==> src/rtl/sir_rx_unwrap.sv <==
module sir_rx_unwrap #(
  parameter int        LEN_W    = 12,
  parameter logic [7:0] FLAG_BOF = 8'hC0,
  parameter logic [7:0] FLAG_EOF = 8'hC1,
  parameter logic [7:0] ESC_CHR  = 8'h7D,
  parameter logic [7:0] ESC_XOR  = 8'h20
) (
  input  logic             clk,
  input  logic             rst_n,
  input  logic             rx_valid,
  input  logic [7:0]       rx_byte,
  input  logic             rx_invert,
  input  logic [LEN_W-1:0] max_len,
  output logic             fifo_we,
  output logic [7:0]       fifo_data,
  output logic [LEN_W-1:0] byte_count,
  output logic             frame_done,
  output logic [7:0]       frame_status,
  output logic [LEN_W-1:0] frame_len,
  output logic [15:0]      flag_word
);
  localparam logic [7:0] ST_OK   = 8'h00;
  localparam logic [7:0] ST_NOEOF = 8'h04;
  localparam logic [7:0] ST_LONG = 8'h10;

  logic       in_frame, esc_pend;
  logic [7:0] d;

  assign d         = rx_invert ? ~rx_byte : rx_byte;
  assign flag_word = {FLAG_EOF, FLAG_BOF};

  always_ff @(posedge clk) begin
    if (!rst_n) begin
      in_frame     <= 1'b0;
      esc_pend     <= 1'b0;
      byte_count   <= '0;
      fifo_we      <= 1'b0;
      fifo_data    <= '0;
      frame_done   <= 1'b0;
      frame_status <= ST_OK;
      frame_len    <= '0;
    end else begin
      fifo_we    <= 1'b0;
      frame_done <= 1'b0;
      if (rx_valid) begin
        if (!in_frame) begin
          if (d == FLAG_BOF) begin
            in_frame   <= 1'b1;
            esc_pend   <= 1'b0;
            byte_count <= '0;
          end
        end else if (d == FLAG_BOF) begin
          esc_pend <= 1'b0;
          if (byte_count != '0) begin
            frame_done   <= 1'b1;
            frame_status <= ST_NOEOF;
            frame_len    <= byte_count;
          end
          byte_count <= '0;
        end else if (d == FLAG_EOF) begin
          in_frame <= 1'b0;
          esc_pend <= 1'b0;
          if (byte_count != '0) begin
            frame_done   <= 1'b1;
            frame_status <= ST_OK;
            frame_len    <= byte_count;
          end
        end else if (d == ESC_CHR && !esc_pend) begin
          esc_pend <= 1'b1;
        end else begin
          esc_pend <= 1'b0;
          if (byte_count == max_len) begin
            in_frame <= 1'b0;
            if (byte_count != '0) begin
              frame_done   <= 1'b1;
              frame_status <= ST_LONG;
              frame_len    <= byte_count;
            end
          end else begin
            fifo_we    <= 1'b1;
            fifo_data  <= esc_pend ? (d ^ ESC_XOR) : d;
            byte_count <= byte_count + 1'b1;
          end
        end
      end
    end
  end

  a_r5_we_counts: assert property (@(posedge clk) disable iff (!rst_n)
    fifo_we |-> byte_count == $past(byte_count) + 1'b1 || byte_count == 1);
  a_r8_len_limit: assert property (@(posedge clk) disable iff (!rst_n)
    fifo_we |-> byte_count <= $past(max_len));
  a_r6_done_nonempty: assert property (@(posedge clk) disable iff (!rst_n)
    frame_done |-> frame_len != '0);
  a_r2_we_done_excl: assert property (@(posedge clk) disable iff (!rst_n)
    !(fifo_we && frame_done));
  a_r7_restart_clears: assert property (@(posedge clk) disable iff (!rst_n)
    (frame_done && frame_status == ST_NOEOF) |-> byte_count == '0);
  a_r6_status_onehot: assert property (@(posedge clk) disable iff (!rst_n)
    frame_done |-> $onehot0(frame_status));
endmodule

==> config.mk <==
export PLATFORM = sky130hd
export DESIGN_NAME = sir_rx_unwrap
export DESIGN_NICKNAME = d
export VERILOG_FILES = /design/src/rtl/sir_rx_unwrap.sv
export SDC_FILE = /design/constraint.sdc
export NUM_CORES = 1
export LEC_CHECK = 0
export BUFFER_PORTS_ARGS = -buffer_cell sky130_fd_sc_hd__buf_2
export CAP_MARGIN = 40
export CORE_MARGIN = 1.5
export CORE_UTILIZATION = 40
export CTS_CLUSTER_SIZE = 24
export DETAILED_ROUTE_END_ITERATION = 7
export PLACE_DENSITY_LB_ADDON = 0.3
export SKIP_LAST_GASP = 1
export SLEW_MARGIN = 20
export SYNTH_ARGS = -nofsm -noshare
export SYNTH_HDL_FRONTEND = slang
export SYNTH_SLANG_ARGS = --single-unit
==> constraint.sdc <==
create_clock -name clk -period 6.2 [get_ports clk]
set_clock_uncertainty 0.1 [all_clocks]
set_input_delay 0.62 -clock clk [delete_from_list [all_inputs] [get_ports clk]]
set_output_delay 0.62 -clock clk [all_outputs]
set_load 0.1 [all_outputs]
Yosys cells after proc, flatten, opt, wreduce, memory -nomap -nowiden
Cells that the tools add are included.

Div/mod/pow operators: 0. Eq/ne operators: 11. Shifts and indexed selects: 0. Multiplexer cells: 36. $lt $le $gt $ge: 0. Bitwise gates (word level): 9. Reductions and logical operators: 12. Multiply operators: 0. Add/sub/neg operators: 1.

Operators with widths (number): $mux W12 (11); $mux W8 (8); $eq A8 B8 Y1 const B (2); $mux W1 (16); $add A12 B1 Y12 const B (1); $eq A12 B12 Y1 (1); $reduce_bool A12 Y1 (1); $eq A8 B7 Y1 const B (1); $ne A2 B2 Y1 const B (4); $not A1 Y1 (8); $not A8 Y8 (1); $reduce_and A7 Y1 (1); $mux W6 (1); $ne A3 B3 Y1 const B (2); $reduce_and A6 Y1 (1); $reduce_or A6 Y1 (1); $reduce_and A5 Y1 (1); $reduce_and A4 Y1 (1); $reduce_and A3 Y1 (1); $reduce_bool A3 Y1 (1); $ne A2 B1 Y1 const B (1); $reduce_and A2 Y1 (1); $reduce_bool A2 Y1 (1); $logic_and A1 B1 Y1 (1); $logic_not A1 Y1 (1).

Memory bits (read-only): 0. Bits of input ports: 24. Memories kept: 0. Logic and storage cells: 77. Memory bits (writable): 0. Latch bits: 0. Output and inout bits: 58. Register bits: 44.

Depth between registers and ports, before layout
Depth in word-level cells: 8. Gate-level depth with buffers: 9. Depth with buffers taken out: 7.

Least setup slack after synthesis
Ideal clock, no wire load.

Kind: register -> register. Start: reg byte_count[0]. End: reg frame_len[1]. Required time: 6.026 ns. Setup time: 0.074 ns. Period minus slack after synthesis: 2.781 ns. Data arrival time: 2.607 ns. Stages on the path, launching flop included: 8. Setup slack: 3.419 ns. Path buffers: 1. Path through: dfxtp_1 > inv_1 > ha_1 > nor4b_1 > a31oi_1 > and2_4 > buf_6 > mux2i_1.

Word-level cells in the longest chain between the ends: 6. Elaborated cells on any way between the ends: 9. Classes of those cells: eq/ne (1); mux (5); reduce/logical (3).

RTL lines: from (decl) (RTL line 16) `output logic [LEN_W-1:0] byte_count,`; from (signal assigned) (RTL line 82) `byte_count <= byte_count + 1'b1;`; $reduce_bool A12 Y1 (RTL line 54, 63, 74); $mux W12 (5 in a row); to (signal assigned) (RTL line 57) `frame_len <= byte_count;`; to (signal assigned) (RTL line 66) `frame_len <= byte_count;`; to (signal assigned) (RTL line 77) `frame_len <= byte_count;`; to (decl) (RTL line 19) `output logic [LEN_W-1:0] frame_len,`.

Several ways; a longest one is shown, not always the timed one. The select of a mux whose other input is x is not followed. A chain may end at the register's enable or synchronous reset.

Worst setup path after layout
Start: in rx_invert. End: reg byte_count[9].

Word-level cells in the longest chain between the ends: 5. Elaborated cells on any way between the ends: 12. Classes of those cells: eq/ne (6); mux (3); reduce/logical (3).

RTL lines: from (decl) (RTL line 12) `input logic rx_invert,`; $mux W8 * (RTL line 29) `assign d = rx_invert ? ~rx_byte : rx_byte;`; $eq A8 B7 Y1 (RTL line 68) `end else if (d == ESC_CHR && !esc_pend) begin`; $logic_and A1 B1 Y1 (RTL line 68); $ne A2 B2 Y1 (no source line); $reduce_and A5 Y1 (no source line).

Mark *: on every way between the ends. The rest lies on a longest branch, timed or not.

==> impl_metrics.yaml <==
yosys:
  async_flop_share: 0
  ys_types: 53
  synth_top_area_frac: 0.334
  synth-main-ff-cell: "dfxtp_1"
  ys_ff_latch: 38
  synth_edf_count: 0
  yosysSeqAreaShare: 0.334
  syn-cell-area_um2: 2270
  synth.avg_cell_area_um2: 8.68
  ys_warn_count: 0
  yosys.area.top_type: "dfxtp_1"
  synth_cells: 262
  synthTopCellsByArea: "dfxtp_1 33%, mux2i_1 7.5%, buf_4 7.3%, xor2_1 6.9%, nand2_1 5.3%"
drt:
  first_iter_violations: 141
  drc: 0
  post_drt_wl_per_cell_um: 13.8
  drtPass1Iterations: 4
  routed_wl_um: 5280
  final_antenna_net_count: 0
  num_vias: 1963
  via_per_inst: 5.14
critical_path:
  crit_type: "in2reg"
  crit_path_end_kind: "flip-flop"
  worstPathArrival_ns: 2.57
  startpoint_type: "input port"
  crit_path_start: "rx_invert"
  cp_slowest_cell: "or4_1"
  crit_buf_inv: 1
  worstPathRequired_ns: 6.31
  crit_chain: "buf_2 -> and4b_1 -> mux2i_1 -> nor3_4 -> nand3b_4 -> or4_1 -> a21oi_1"
  crit_fanout: 26
  path_delay_family: "simple AND/OR/NAND/NOR gates"
  r2r-start: "byte_count[0]$_SDFFE_PN0P_"
  cpPeakStageDelay_ns: 0.58
sta:
  slew_viol_final: 0
  final_hold_viol_count: 0
  period_minus_slack_ns: 2.46
  max_freq_ghz: 0.407
  tightest_slew_ns: 0.833
  setup_violations: 0
  rsz0062_at_grt: "no"
  maxSlewHeadroom: 0.442
  period_share: 0.396
  setup_tns_ns: 0
grt:
  grt_use_met2: 0.269
  track_usage: 0.173
  grt_pass1_vias: 1705
  grt_start_max_net_pins: 43
  antenna_found_initial: 0
  busiest_layer: "met2"
  grt_pass1_wl_um: 8540
  met3_usage: 0.0349
  use_met1: 0.242
  overflow: 0
clock_network:
  htreeDepth: 2
  cts_tree: "yes"
  cts-root-buf: "clkbuf_8"
  cts_buffers: 5
  postCtsHoldBufs: 0
  path_clk_slew_ns: 0.07
  cts_max_path_buffers: 2
  cts_sinks: 38
  clk_latency_ns: 0.29
  ctsResizeCount: 0
  postCtsSetupRepairBufs: 0
floorplan:
  core-area_um2: 5510
  initial_core_util: 0.413
  die_x_um: 78.4
  io_pins: 82
  die_h_um: 78.4
  rows: 27
  dieArea_um2: 6150
place:
  placed_cell_area_um2: 2470
  dp_hpwl_um: 3690
  place_congestion: 0.798
  port_buffers: 59
job:
  maxCapViolCount: 0
pwr:
  p_leak_nw: 1.19
  ir_drop_mv: 0.111
  powerDensity_nw_per_um2: 200
  finalPower_mw: 0.511
min_path:
  hp-class: "reg2reg"
  hp-start: "frame_len[2]$_SDFFE_PN0P_"
cells_and_area:
  drive_gt1_frac: 0.242
  final_cell_area_um2: 2560
  area_delta_synth_final_pct: 12.5
  final_nets: 335
  layout_commonest_cell: "buf_2"
  antenna_cells: 0
  final_cell_mix: "59 x buf_2, 38 x dfxtp_1, 32 x nand2_1"
outcome:
  status: "completed"
[sequential cells by signal, indices dropped and copies added (netlist names)]
signal        cells
fifo_data         8
frame_done        1
frame_status      2
in_frame          1
frame_len        12
esc_pend          1
byte_count       12
fifo_we           1
[Yosys cell counts (4+ instances only)]
cell and number:
xor2_1 18, nor3b_1 4, a21oi_1 4, nor3_1 4, and3_1 4, buf_6 4
nand2_1 32, mux2i_1 17, nand3_1 9, o21ai_0 8, nand4_1 13, dfxtp_1 38
buf_2 5, clkbuf_1 6, nor2_1 13, buf_4 22, or4_1 4, nor4_1 4
[through the flow]
| stage | utilization | setup WS [ns] | hold slack [ns] | std cells |
|---|---|---|---|---|
| after floorplan | - | 3.42 | 0.449 | 282 |
| after global routing | 0.465 | 3.58 | 0.376 | 382 |
| final | 0.465 | 3.74 | 0.359 | 382 |
| after global placement | 0.448 | 3.50 | 0.345 | 374 |
| after detailed placement | 0.448 | 3.45 | 0.348 | 374 |
| after CTS | 0.465 | 3.75 | 0.361 | 382 |
[cell families (layout without fill, tap and decap cells)]
logic type                 count (synthesis)  after routing  share of synthesized area
adders and majority gates                  2              2                     0.0110
DFF                                       38             38                      0.334
other                                      2             22                    0.00330
buffers and inverters                     42             70                      0.123
xor gates and xnor gates                  20             20                     0.0770
AOI/OAI and AO/OA                         34             34                      0.117
muxes                                     17             17                     0.0748
and+or+nand+nor                          107            107                      0.260
[cell type report]
cell class / count / area, um^2
sequential: 38 / 761
clock buffer: 7 / 86.3
clock inverter: 1 / 5.00
inverter: 3 / 11.3
multi-input combinational: 202 / 1310
timing repair buffer: 59 / 295
tap: 72 / 90.1
fill: 554 / 2950
[tightest hold or removal path, cell delays in order (launching register included)]
cell and delay, ns:
dfxtp_1 0.31, nand2_1 0.05, o21ai_0 0.06
[routing by layer]
layer | vias to the layer above | share of wire | wire (um)
met5 | - | 0 | 0
met4 | 0 | 0.0080 | 42
met3 | 4 | 0.043 | 228
met2 | 56 | 0.47 | 2470
met1 | 920 | 0.48 | 2540
li1 | 983 | - | -
[report_power, final]
group	leakage (nW)	switching [mW]	internal (mW)	total, mW
Clock	0.0482	0.0871	0.0898	0.177
Combinational	0.834	0.0775	0.0126	0.0900
Sequential	0.306	0.0000674	0.244	0.244
Total	1.19	0.165	0.346	0.511
[path summary, 6_finish.rpt]
check / endpoint / cells past startpoint / slack, ns
worst max-delay path: byte_count[9]$_SDFFE_PN0P_ / 7 / 3.74
worst min-delay path: frame_len[2]$_SDFFE_PN0P_ / 2 / 0.36
worst max register to register: frame_len[1]$_SDFFE_PN0P_ / 6 / 3.85
worst min register to register: frame_len[2]$_SDFFE_PN0P_ / 2 / 0.36
No activity file was read; power rests on OpenSTA's default activity.
